[src/rtl/regguard_pkg.sv]
// Shared types and the attribute map for the write-protection gate.
// Assumes register indices count from zero. The mailboxes come first, then
// the guarded registers, then the open ones. Anything past NUM_REGS is unmapped.
package regguard_pkg;

    typedef enum logic [1:0] {
        RA_NONE    = 2'd0,
        RA_MAILBOX = 2'd1,
        RA_GUARDED = 2'd2,
        RA_OPEN    = 2'd3
    } reg_attr_e;

    // Attribute of one register index under the given layout.
    function automatic reg_attr_e attr_of(input int idx, input int mbox_n,
                                          input int guard_n, input int num_regs);
        if (idx >= num_regs)
            return RA_NONE;
        else if (idx < mbox_n)
            return RA_MAILBOX;
        else if (idx < mbox_n + guard_n)
            return RA_GUARDED;
        else
            return RA_OPEN;
    endfunction

endpackage

[src/rtl/rg_attr_decode.sv]
// Maps a write address onto its register attribute.
// Assumes the layout parameters describe a bank no larger than the address space.
module rg_attr_decode #(
    parameter int ADDR_W     = 4,
    parameter int NUM_REGS   = 8,
    parameter int MBOX_REGS  = 2,
    parameter int GUARD_REGS = 4
) (
    input  logic [ADDR_W-1:0]      addr,
    output regguard_pkg::reg_attr_e attr
);
    import regguard_pkg::*;

    localparam int SPAN = 1 << ADDR_W;

    reg_attr_e attr_tab [SPAN];

    // Build the per-address attribute table at elaboration.
    for (genvar g = 0; g < SPAN; g++) begin : g_tab
        assign attr_tab[g] = attr_of(g, MBOX_REGS, GUARD_REGS, NUM_REGS);
    end

    // Select the attribute of the current address.
    always_comb begin
        attr = attr_tab[addr];
    end

endmodule

[src/rtl/rg_policy.sv]
// Write policy: grants or refuses the strobe in its own cycle and registers
// a one-cycle error flag for each refusal.
// Assumes lock, halt and source are valid in the cycle of the strobe.
module rg_policy (
    input  logic                    clk,
    input  logic                    rst_n,
    input  logic                    wr_en,
    input  regguard_pkg::reg_attr_e attr,
    input  logic                    lock,
    input  logic                    halted,
    input  logic                    from_dbg,
    output logic                    commit,
    output logic                    err_q
);
    import regguard_pkg::*;

    logic bypass;
    logic deny;

    // Decide whether this cycle's strobe lands or is refused.
    always_comb begin
        bypass = halted | from_dbg;
        commit = 1'b0;
        deny   = 1'b0;
        if (wr_en) begin
            unique case (attr)
                RA_MAILBOX: commit = 1'b1;
                RA_OPEN:    commit = 1'b1;
                RA_GUARDED: begin
                    commit = ~lock | bypass;
                    deny   = lock & ~bypass;
                end
                default:    commit = 1'b0;
            endcase
        end
    end

    // Turn a refusal into a pulse on the following cycle.
    always_ff @(posedge clk) begin
        if (!rst_n)
            err_q <= 1'b0;
        else
            err_q <= deny;
    end

endmodule

[src/rtl/rg_bank.sv]
// Demonstration register bank: NUM_REGS words loaded by a granted write,
// and a combinational read port that returns zero off the end.
// Assumes commit is only high for mapped, permitted addresses.
module rg_bank #(
    parameter int DATA_W   = 32,
    parameter int ADDR_W   = 4,
    parameter int NUM_REGS = 8
) (
    input  logic              clk,
    input  logic              rst_n,
    input  logic              commit,
    input  logic [ADDR_W-1:0] wr_addr,
    input  logic [DATA_W-1:0] wr_data,
    input  logic [ADDR_W-1:0] rd_addr,
    output logic [DATA_W-1:0] rd_data
);
    localparam int IDX_W = (NUM_REGS > 1) ? $clog2(NUM_REGS) : 1;

    logic [DATA_W-1:0] word_q [NUM_REGS];

    for (genvar g = 0; g < NUM_REGS; g++) begin : g_word
        logic hit;
        assign hit = commit && (wr_addr == ADDR_W'(g));

        // Hold or load one register word.
        always_ff @(posedge clk) begin
            if (!rst_n)
                word_q[g] <= '0;
            else if (hit)
                word_q[g] <= wr_data;
        end
    end

    // Return the addressed word, or zero for an unmapped address.
    always_comb begin
        if (int'(rd_addr) < NUM_REGS)
            rd_data = word_q[rd_addr[IDX_W-1:0]];
        else
            rd_data = '0;
    end

endmodule

[src/rtl/regguard_top.sv]
// Top of the write-protection gate: decodes the attribute of the target,
// applies the lock with its debug overrides and writes the demonstration bank.
// Assumes one write per strobe cycle and a synchronous active-low reset.
module regguard_top #(
    parameter int DATA_W     = 32,
    parameter int ADDR_W     = 4,
    parameter int NUM_REGS   = 8,
    parameter int MBOX_REGS  = 2,
    parameter int GUARD_REGS = 4
) (
    input  logic              clk,
    input  logic              rst_n,
    input  logic              wr_en,
    input  logic [ADDR_W-1:0] wr_addr,
    input  logic [DATA_W-1:0] wr_data,
    input  logic              wr_from_dbg,
    input  logic              cpu_dbg_halt,
    input  logic              lock_in,
    input  logic [ADDR_W-1:0] rd_addr,
    output logic [DATA_W-1:0] rd_data,
    output logic              wr_err
);
    import regguard_pkg::*;

    reg_attr_e wr_attr;
    logic      commit;

    rg_attr_decode #(
        .ADDR_W    (ADDR_W),
        .NUM_REGS  (NUM_REGS),
        .MBOX_REGS (MBOX_REGS),
        .GUARD_REGS(GUARD_REGS)
    ) dec_i (
        .addr(wr_addr),
        .attr(wr_attr)
    );

    rg_policy pol_i (
        .clk     (clk),
        .rst_n   (rst_n),
        .wr_en   (wr_en),
        .attr    (wr_attr),
        .lock    (lock_in),
        .halted  (cpu_dbg_halt),
        .from_dbg(wr_from_dbg),
        .commit  (commit),
        .err_q   (wr_err)
    );

    rg_bank #(
        .DATA_W  (DATA_W),
        .ADDR_W  (ADDR_W),
        .NUM_REGS(NUM_REGS)
    ) bank_i (
        .clk    (clk),
        .rst_n  (rst_n),
        .commit (commit),
        .wr_addr(wr_addr),
        .wr_data(wr_data),
        .rd_addr(rd_addr),
        .rd_data(rd_data)
    );

endmodule

[config.mk]
export PLATFORM = sky130hd
export DESIGN_NAME = regguard_top
export DESIGN_NICKNAME = d
export VERILOG_FILES = /design/src/rtl/regguard_pkg.sv /design/src/rtl/rg_attr_decode.sv /design/src/rtl/rg_policy.sv /design/src/rtl/rg_bank.sv /design/src/rtl/regguard_top.sv
export SDC_FILE = /design/constraint.sdc
export NUM_CORES = 1
export LEC_CHECK = 0
export ABC_AREA = 1
export ABC_CLOCK_PERIOD_IN_PS = 2500
export BUFFER_PORTS_ARGS = -buffer_cell sky130_fd_sc_hd__buf_2
export CELL_PAD_IN_SITES_DETAIL_PLACEMENT = 0
export CELL_PAD_IN_SITES_GLOBAL_PLACEMENT = 2
export CORE_ASPECT_RATIO = 1.75
export CORE_UTILIZATION = 34
export CTS_CLUSTER_SIZE = 24
export DETAILED_ROUTE_END_ITERATION = 16
export PLACE_DENSITY = 0.73
export SKIP_CTS_REPAIR_TIMING = 1
export SLEW_MARGIN = 10
export SYNTH_ARGS = -nofsm -noshare
export SYNTH_HDL_FRONTEND = slang
export SYNTH_HIERARCHICAL = 1
export SYNTH_SLANG_ARGS = --single-unit
[constraint.sdc]
create_clock -name clk -period 2.5 [get_ports clk]
set_input_delay 0.375 -clock clk [delete_from_list [all_inputs] [get_ports clk]]
set_output_delay 0.375 -clock clk [all_outputs]
set_load 0.005 [all_outputs]
* After elaboration in Yosys (flattened, before gate mapping) *
Memories as Yosys holds them, arrays and structs flattened.
Index checks and enable logic that the tools add are counted.
W data, S select, Z words.

operators by class
  divide/modulo/power cells = 0
  magnitude comparators = 2
  add/sub/neg operators = 0
  multiply operators = 0
  reductions and logical operators = 11
  equal/unequal tests = 10
  mux-type cells = 38
  shifts and indexed selects = 0
  bitwise gates (word level) = 14

operator list
  kind                  number
  $mux W32              9
  $mux W1               26
  $eq A4 B3 Y1 const B  4
  $or A1 B1 Y1          10
  $eq A4 B2 Y1 const B  2
  $logic_and A1 B1 Y1   8
  $ge A5 B5 Y1 const B  1
  $not A4 Y5            1
  $eq A2 B2 Y1 const B  2
  $eq A4 B1 Y1 const B  1
  $logic_not A4 Y1      1
  $lt A4 B4 Y1 const B  1
  $mux W2               2
  $reduce_and A3 Y1     1
  $eq A2 B1 Y1 const B  1
  $not A1 Y1            2
  $pmux W1 S2           1
  $reduce_or A2 Y1      1
  $and A1 B1 Y1         1

storage, ports and cells
  input bits = 46
  bits in writable memories = 256
  bits in latches = 0
  bits in registers = 1
  ROM bits = 32
  memories kept = 2
  output and inout bits = 33

memories
  memory            depth  width  read ports  clocked after memory_dff  wr ports  line                  RTL
  bank_i.word_q     8      32     1           0                         8         rg_bank.sv:19         logic [DATA_W-1:0] word_q [NUM_REGS];
  (name not given)  16     2      1           0                         0         rg_attr_decode.sv:25  attr = attr_tab[addr];

* Depth between registers and ports, before layout *
Gate-level depths: netlist of run 1.

  word-level depth = 13
  gate-level depth with buffers = 10

* Cells and area by module *
The synthesis of run 1 kept the hierarchy.

by module, submodules not included
  module          area an instance (sq um)  cells each  times used
  rg_bank         12467.0                   1458        1
  rg_policy       57.6                      9           1
  rg_attr_decode  27.5                      5           1

* Worst setup path before layout of run 1 *
No wires, ideal clock.

  kind = input port to flip-flop
  start = input port wr_addr[1]
  end = memory bank_i.word_q[0][0], enable pin
  data required time = 2.111 ns
  setup time = 0.389 ns
  arrival time = 2.070 ns
  stages = 8
  setup slack = 0.041 ns
  cells stage by stage = inv_1 ha_1 nor2_1 inv_1 a21oi_2 nor3b_2 nand2_1 nand2_1

RTL lines
  element      line                RTL
  from (decl)  regguard_top.sv:14  input logic [ADDR_W-1:0] wr_addr,
  to (decl)    rg_bank.sv:19

* Final worst setup path of run 1 *
  start = input port rd_addr[0]
  end = output port rd_data[1]

on the way
  word-level cells in the longest chain between the ends = 2
  elaborated cells on any way between the ends = 3
  those cells by class = order compare (1); mux (1); memory (1)

RTL lines
  element                                                line                RTL
  from (decl)                                            regguard_top.sv:19  input logic [ADDR_W-1:0] rd_addr,
  $mem_v2 Z8 W32 / $lt A4 B4 Y1 (equally long branches)  --
  $mux W32 (*)                                           rg_bank.sv:36       if (int'(rd_addr) < NUM_REGS)
  to (decl)                                              regguard_top.sv:20  output logic [DATA_W-1:0] rd_data,

Mark *: on every way between the ends. The rest lies on a longest branch, timed or not.

==> reports/qor.yml, run 1 <==
grt_use_total: 0.1948
timing.final.ws_setup_ns: 0.4365
worstHoldPathCells: 3
yosysUniqueCellTypes: 14
num_vias: 9284
drive_gt1_frac: 0.1176
die_y_um: 256.2
fin_setup_tns_ns: 0
synth_flop_cell: "edfxtp_1"
htreeDepth: 1
stdcell_area_um2: 14720
hold_class: "input port to flip-flop"
grt_pass1_wl_um: 55390
synth-seq-cells: 257
crit_start: "rd_addr[0]"
drv_cap: 0
root_buffer: "clkbuf_16"
slew_headroom: 0.6241
max_freq_mhz: 484.6
core_area_um2: 36140
crit_end: "rd_data[1]"
placed_cells: 1988
post-route-util: 0.4073
synth-edff-count: 256
synthTopCellsByArea: "edfxtp_1, nand2_1, nor2_1"
nNetsFinal: 1592
synth_top_area_share: 0.6124
cp_max_fo: 50
cts.sinks: 257
synthTopCellsByCount: "nand2_1, nor2_1, inv_1"
min_period_ns: 2.063
avgSynthCellArea_um2: 8.527
syn_inst: 1472
drc: 0
grt-ovfl-total: 0
required_ns: 2.12
syn-cell-area_um2: 12550
wl_per_cell_um: 17.34
yosysTopAreaCell: "edfxtp_1"
grt_max_degree: 51
seq_area_frac_synth: 0.6140
p_leak_nw: 6.981
placedInstanceArea_um2: 13850
drt_wl_total_um: 35260
start_util: 0.3473
num_rows: 92
vdd_ir_drop_max_mv: 0.5375
drv_slew: 0
cellPowerDensity_nw_per_um2: 687.1
first_iter_violations: 373
globalplace.congestion: 0.7337
antenna_found_initial: 0
vias_per_cell: 4.564
grt_setup_unrepaired: "no"
cts_tree: "yes"
worst-setup-path-type: "input port to primary output"
num_io_pins: 79
final_antenna_net_count: 0
syn_nets: 1519
cts_inserted_buffers: 25
worst_pin_slew_ns: 0.5639
die_area_um2: 37720
hold_viol: 0
start_kind: "input port"
dp_slack_ns: 0.2546
drt-pass1-iter-count: 5
clock_path_buffers: 3
fin_crit_sh: 0.8254
yosys_warnings: 6
die-width_um: 147.2
endpoint_kind: "primary output"
setup_viol: 0
arrival_ns: 1.69
grt_pass1_vias: 9381
synthMostInstantiatedCell: "nand2_1"
port_buffers: 78
dpl.hpwl_um: 21230
path_clk_slew_ns: 0.07
synthToLayoutAreaGrowth_pct: 17.27
async_flop_share: 0
n_antenna_cell: 0
status: "complete, no violations"
fin_cells: 2034
## per-layer routing
layer	share of wire	wire (µm)	track usage
met5	0	0	0
met4	0.022	772	0.05298
met3	0.031	1091	0.01797
met2	0.55	19560	0.3768
met1	0.39	13840	0.2235
## worst max-delay path: stages
cell     delay [ns]
buf_4          0.22
inv_4          0.09
buf_12         0.20
nand2_1        0.09
nand3_1        0.12
nand3_1        0.12
nand2_1        0.05
nor2_1         0.21
buf_2          0.17
## report_power, final
group          internal [W]  switching, W
clock               0.00237       0.00173
sequential          0.00497     0.0000589
combinational      0.000321      0.000664
## flip-flops by register name (all words and copies together) (netlist names)
| signal | count |
|---|---|
| pol_i/err_q | 1 |
| bank_i/word_q | 256 |
## worst min path at each step
stage / from / endpoint / slack, ns
2_1_floorplan: wr_en / pol_i/err_q / 0.52
3_3_place_gp: wr_en / pol_i/err_q / 0.66
3_5_place_dp: wr_en / pol_i/err_q / 0.65
4_1_cts: wr_en / pol_i/err_q / 0.07
5_1_grt: wr_en / pol_i/err_q / 0.09
6_report: wr_en / pol_i/err_q / 0.10
## cell families (layout without fill, tap and decap cells)
group,Yosys count,in the layout,synth area share
buffers and inverters,375,467,0.1160
AOI/OAI and AO/OA,1,1,0.0006979
DFF,257,257,0.6140
adders and majority gates,1,1,0.0009967
and+or+nand+nor,838,838,0.2682
## layout make-up
type / count / area [µm²]
Clock inverter: 19 / 241.5
Inverter: 298 / 1121
Clock buffer: 27 / 633.1
Tap cell: 470 / 588.1
Sequential cell: 257 / 7707
Timing Repair Buffer: 123 / 980.9
Fill cell: 3742 / 21420
Multi-Input combinational cell: 840 / 3448
## cells in the final DEF, fill, tap and decap left out, drive strengths merged
cell type and instances:
a21oi 1, buf 123, bufinv 5, clkbuf 27
clkinv 9, clkinvlp 4, dfxtp 1, edfxtp 256
ha 1, inv 299, nand2 340, nand3 168
nand4 1, nor2 328, nor3b 1
## through the flow
stage          power [W]  hold slack [ns]
2_1_floorplan   0.005688           0.5170
3_3_place_gp    0.006132           0.6596
3_5_place_dp    0.006142           0.6518
4_1_cts          0.01025          0.07007
5_1_grt          0.01052          0.08824
6_report         0.01011           0.1022
No activity file was read; power rests on OpenSTA's default activity.
==> run 2, diff against run 1 <==
ABC_CLOCK_PERIOD_IN_PS = 1900   (was 2500)
CORE_UTILIZATION = 38   (was 34)
PLACE_DENSITY = 0.78   (was 0.73)
clock period = 1.9 ns   (was 2.5 ns; I/O delays follow)
==> run 2 against run 1 <==
  * Non-clock buffer count increased by 22
  * Hold slack worse by 0.083 ns
  * Sequential share of layout area shrank 0.94 points
  * Die area fell by 10%
  * Critical path type is now flip-flop to primary output
==> reports/qor.yml, run 2 (synthesis results as in run 1) <==
drv_slew: 0
synthToLayoutAreaGrowth_pct: 19.43
timing.final.ws_setup_ns: 0.08647
start_util: 0.3883
cellPowerDensity_nw_per_um2: 846.9
mostFrequentLayoutCell: "nand2_1"
die_y_um: 242.4
slew_headroom: 0.6977
die-width_um: 139.4
grt_pass1_wl_um: 54200
drt-pass1-iter-count: 5
port_buffers: 78
grt_use_total: 0.2120
drive_gt1_frac: 0.1244
path_clk_slew_ns: 0.07
cts.sinks: 257
grt-ovfl-total: 0
hold_class: "input port to flip-flop"
num_vias: 9423
antenna_found_initial: 0
root_buffer: "clkbuf_16"
max_freq_mhz: 551.4
grt_max_degree: 55
slowest_delay_ns: 0.34
worst_pin_slew_ns: 0.4534
fillers: 3180
core_area_um2: 32330
drc: 0
first_iter_violations: 504
required_ns: 1.62
status: "complete, no violations"
min_period_ns: 1.814
largest_reg_flops: 256
fin_cells: 1983
dpl.hpwl_um: 22150
fin_crit_sh: 0.9545
crit_slowest_cell: "edfxtp_1"
cts_inserted_buffers: 25
num_io_pins: 79
wl_per_cell_um: 17.51
htreeDepth: 1
cp_max_fo: 1
drv_cap: 0
globalplace.congestion: 0.7647
vdd_ir_drop_max_mv: 0.8329
n_antenna_cell: 0
setup_viol: 0
final_cell_mix: "nand2_1, nor2_1, inv_1"
final_antenna_net_count: 0
regArea_um2: 7707
crit_chain: "inv_1 -> nand2_1 -> nand3_1 -> nand3_1 -> nand2_1 -> nor2_1 -> buf_2"
top_register: "bank_i/word_q"
top_regs: "bank_i/word_q (256), pol_i/err_q (1)"
endpoint_kind: "primary output"
placed_cells: 1940
nNetsFinal: 1614
drt_wl_total_um: 34720
multi_input_area_um2: 3551
grt_setup_unrepaired: "no"
dp_slack_ns: -0.2860
clock_path_buffers: 3
start_kind: "flip-flop"
grt_pass1_vias: 9595
num_rows: 87
cts_tree: "yes"
hold_viol: 0
p_leak_nw: 7.159
vias_per_cell: 4.752
die_area_um2: 33790
worst-setup-path-type: "flip-flop to primary output"
arrival_ns: 1.53
## run 2: cell types whose count changed in the layout (fill, tap and decap cells not counted), sizes merged
| cell | previous run | this run |
|---|---|---|
| bufinv | 5 | 1 |
| inv | 299 | 298 |
| buf | 123 | 145 |
| clkinv | 9 | 13 |
| clkinvlp | 4 | 0 |
| clkbuf | 27 | 29 |
## run 2: worst max-delay path: cells and delay by family (launching register included)
kind / cells / cell delay, ns
AND/OR/NAND/NOR: 5 / 0.46
flip-flops: 1 / 0.34
buffers and inverters: 2 / 0.20
## run 2: worst paths after layout
path / startpoint / to / slack (ns) / cells after the start
setup / recovery: bank_i/word_q[4][29] / rd_data[29] / 0.09 / 7
hold / removal: lock_in / pol_i/err_q / 0.02 / 3
## run 2: through the flow
| step | utilization | cell area (µm²) | TNS, ns | hold slack, ns | power [W] |
|---|---|---|---|---|---|
| after floorplan | - | 12680 | -2.620 | 0.4270 | 0.007503 |
| after global placement | 0.4409 | 14250 | -84.66 | 0.5656 | 0.008162 |
| after detailed placement | 0.4409 | 14250 | -70.16 | 0.5580 | 0.008174 |
| after CTS | 0.4634 | 14980 | -0.02079 | -0.007386 | 0.01278 |
| after global routing | 0.4637 | 14990 | 0 | 0.02587 | 0.01314 |
| final | 0.4637 | 14990 | 0 | 0.01932 | 0.01269 |
## run 2: where the power goes
| part | switching (W) | internal (W) | leakage [nW] |
|---|---|---|---|
| registers | 0.0000862 | 0.00654 | 2.45 |
| clock network | 0.00214 | 0.00253 | 0.361 |
| logic | 0.000889 | 0.000504 | 4.35 |
| total | 0.00312 | 0.00958 | 7.16 |
## run 2: area by class of cell
type | count | area share
Sequential cell | 257 | 0.5141
Multi-Input combinational cell | 840 | 0.2369
Timing Repair Buffer | 145 | 0.09231
Inverter | 298 | 0.07479
Clock buffer | 29 | 0.04273
Tap cell | 400 | 0.03339
Clock inverter | 14 | 0.005759
## run 2: layer usage
metal | wire, µm | up-vias | track usage
met1 | 13960 | 4523 | 0.2409
met5 | 0 | - | 0
met2 | 19030 | 149 | 0.4082
met4 | 812 | 0 | 0.07059
met3 | 926 | 50 | 0.01957
li1 | - | 4701 | -
==> run 3, diff against run 2 <==
PLACE_DENSITY = unset   (was 0.78)
PLACE_DENSITY_LB_ADDON = 0.2   (was unset)
==> run 3 against run 2 <==
  * Die area is the same
  * Highest routed layer unchanged
  * Count of clock-buffer cells in the layout shrank 3
  * Critical path depth unchanged
  * Non-clock buffer count shrank 4
  * Largest cell class unchanged
  * Utilization barely moved
  * Final area is essentially flat
  * Critical path type unchanged
  * Sequential power barely moved
  * Wire length rose by 0.48%
  * First-iteration DRC count shrank 15%
==> reports/qor.yml, run 3 (synthesis results as in run 1) <==
drt-pass1-iter-count: 5
arrival_ns: 1.54
vdd_ir_drop_max_mv: 0.7244
wl_per_cell_um: 17.62
grt_pass1_vias: 9677
num_io_pins: 79
setup_viol: 0
globalplace.congestion: 0.7447
placedInstanceArea_um2: 14190
placed_cells: 1936
drv_cap: 0
die_area_um2: 33790
grt_pass1_wl_um: 54730
htreeDepth: 1
port_buffers: 78
die_y_um: 242.4
drt_wl_total_um: 34890
max_freq_mhz: 547.8
top_regs: "bank_i/word_q (256), pol_i/err_q (1)"
root_buffer: "clkbuf_16"
crit_chain: "inv_1 -> nand2_1 -> nand3_1 -> nand3_1 -> nand2_1 -> nor2_2 -> buf_2"
final_cell_mix: "nand2_1, nor2_1, inv_1"
num_vias: 9463
fin_setup_tns_ns: 0
fin_cells: 1980
cp_max_fo: 1
top_register: "bank_i/word_q"
dpl.hpwl_um: 22290
timing.final.ws_setup_ns: 0.07453
slowest_delay_ns: 0.36
clock_path_buffers: 3
n_antenna_cell: 0
required_ns: 1.62
antenna_found_initial: 0
largest_reg_flops: 256
status: "complete, no violations"
mostFrequentLayoutCell: "nand2_1"
first_iter_violations: 428
nNetsFinal: 1610
hold_class: "input port to flip-flop"
drive_gt1_frac: 0.1316
num_rows: 87
start_kind: "flip-flop"
slew_headroom: 0.7280
cts_inserted_buffers: 25
worst_pin_slew_ns: 0.4076
path_buf_inv: 2
start_util: 0.3883
power_w: 0.01297
critical-path-top-delay-family: "simple AND/OR/NAND/NOR gates"
die-width_um: 139.4
cts.sinks: 257
hold_viol: 0
p_leak_nw: 7.152
core_area_um2: 32330
min_period_ns: 1.825
drc: 0
path_clk_slew_ns: 0.07
grt_setup_unrepaired: "yes"
dp_slack_ns: -0.2230
grt_max_degree: 49
vias_per_cell: 4.779
fillers: 3192
crit_slowest_cell: "edfxtp_1"
endpoint_kind: "primary output"
grt_use_total: 0.2143
worst-setup-path-type: "flip-flop to primary output"
final_antenna_net_count: 0
cts_tree: "yes"
synthToLayoutAreaGrowth_pct: 19.50
fin_crit_sh: 0.9608
grt-ovfl-total: 0
cellPowerDensity_nw_per_um2: 864.7
stdcell_area_um2: 15000
drv_slew: 0
==> run 3: cell count changes in the layout (fill, tap and decap cells not counted), sizes merged <==
cell / previous run / this run
buf: 145 / 141
clkinvlp: 0 / 1
inv: 298 / 301
clkinv: 13 / 12
clkbuf: 29 / 26
bufinv: 1 / 2
==> run 3: routing by layer <==
metal	GRT usage	routed length, µm
met1	0.2439	13770
met2	0.4169	19410
met4	0.06340	748
met3	0.01819	958
met5	0	0
==> run 3: worst paths after layout <==
| path | startpoint | end | slack (ns) | depth (start not counted) |
|---|---|---|---|---|
| max | bank_i/word_q[7][2] | rd_data[2] | 0.07 | 7 |
| min | cpu_dbg_halt | pol_i/err_q | 0.02 | 4 |
==> run 3: layout make-up <==
cell class,instances,area (µm²),share of cell area
clock buffers,26,629.4,0.04196
multi-input cells,840,3581,0.2387
clock inverters,18,156.4,0.01043
flip-flops and latches,257,7707,0.5138
well taps,400,500.5,0.03337
repair buffers,141,1304,0.08692
inverters,298,1121,0.07474
==> run 3: power by group <==
group / internal (W) / switching [W]
combinational: 0.000480 / 0.000901
sequential: 0.00654 / 0.0000835
clock: 0.00270 / 0.00226
total: 0.00973 / 0.00324
==> run 3: per-stage QoR <==
step	hold slack [ns]	utilization
after global routing	0.003122	0.4640
after CTS	-0.005013	0.4633
final	0.01811	0.4640
after detailed placement	0.5615	0.4390
after floorplan	0.4270	-
after global placement	0.5641	0.4390
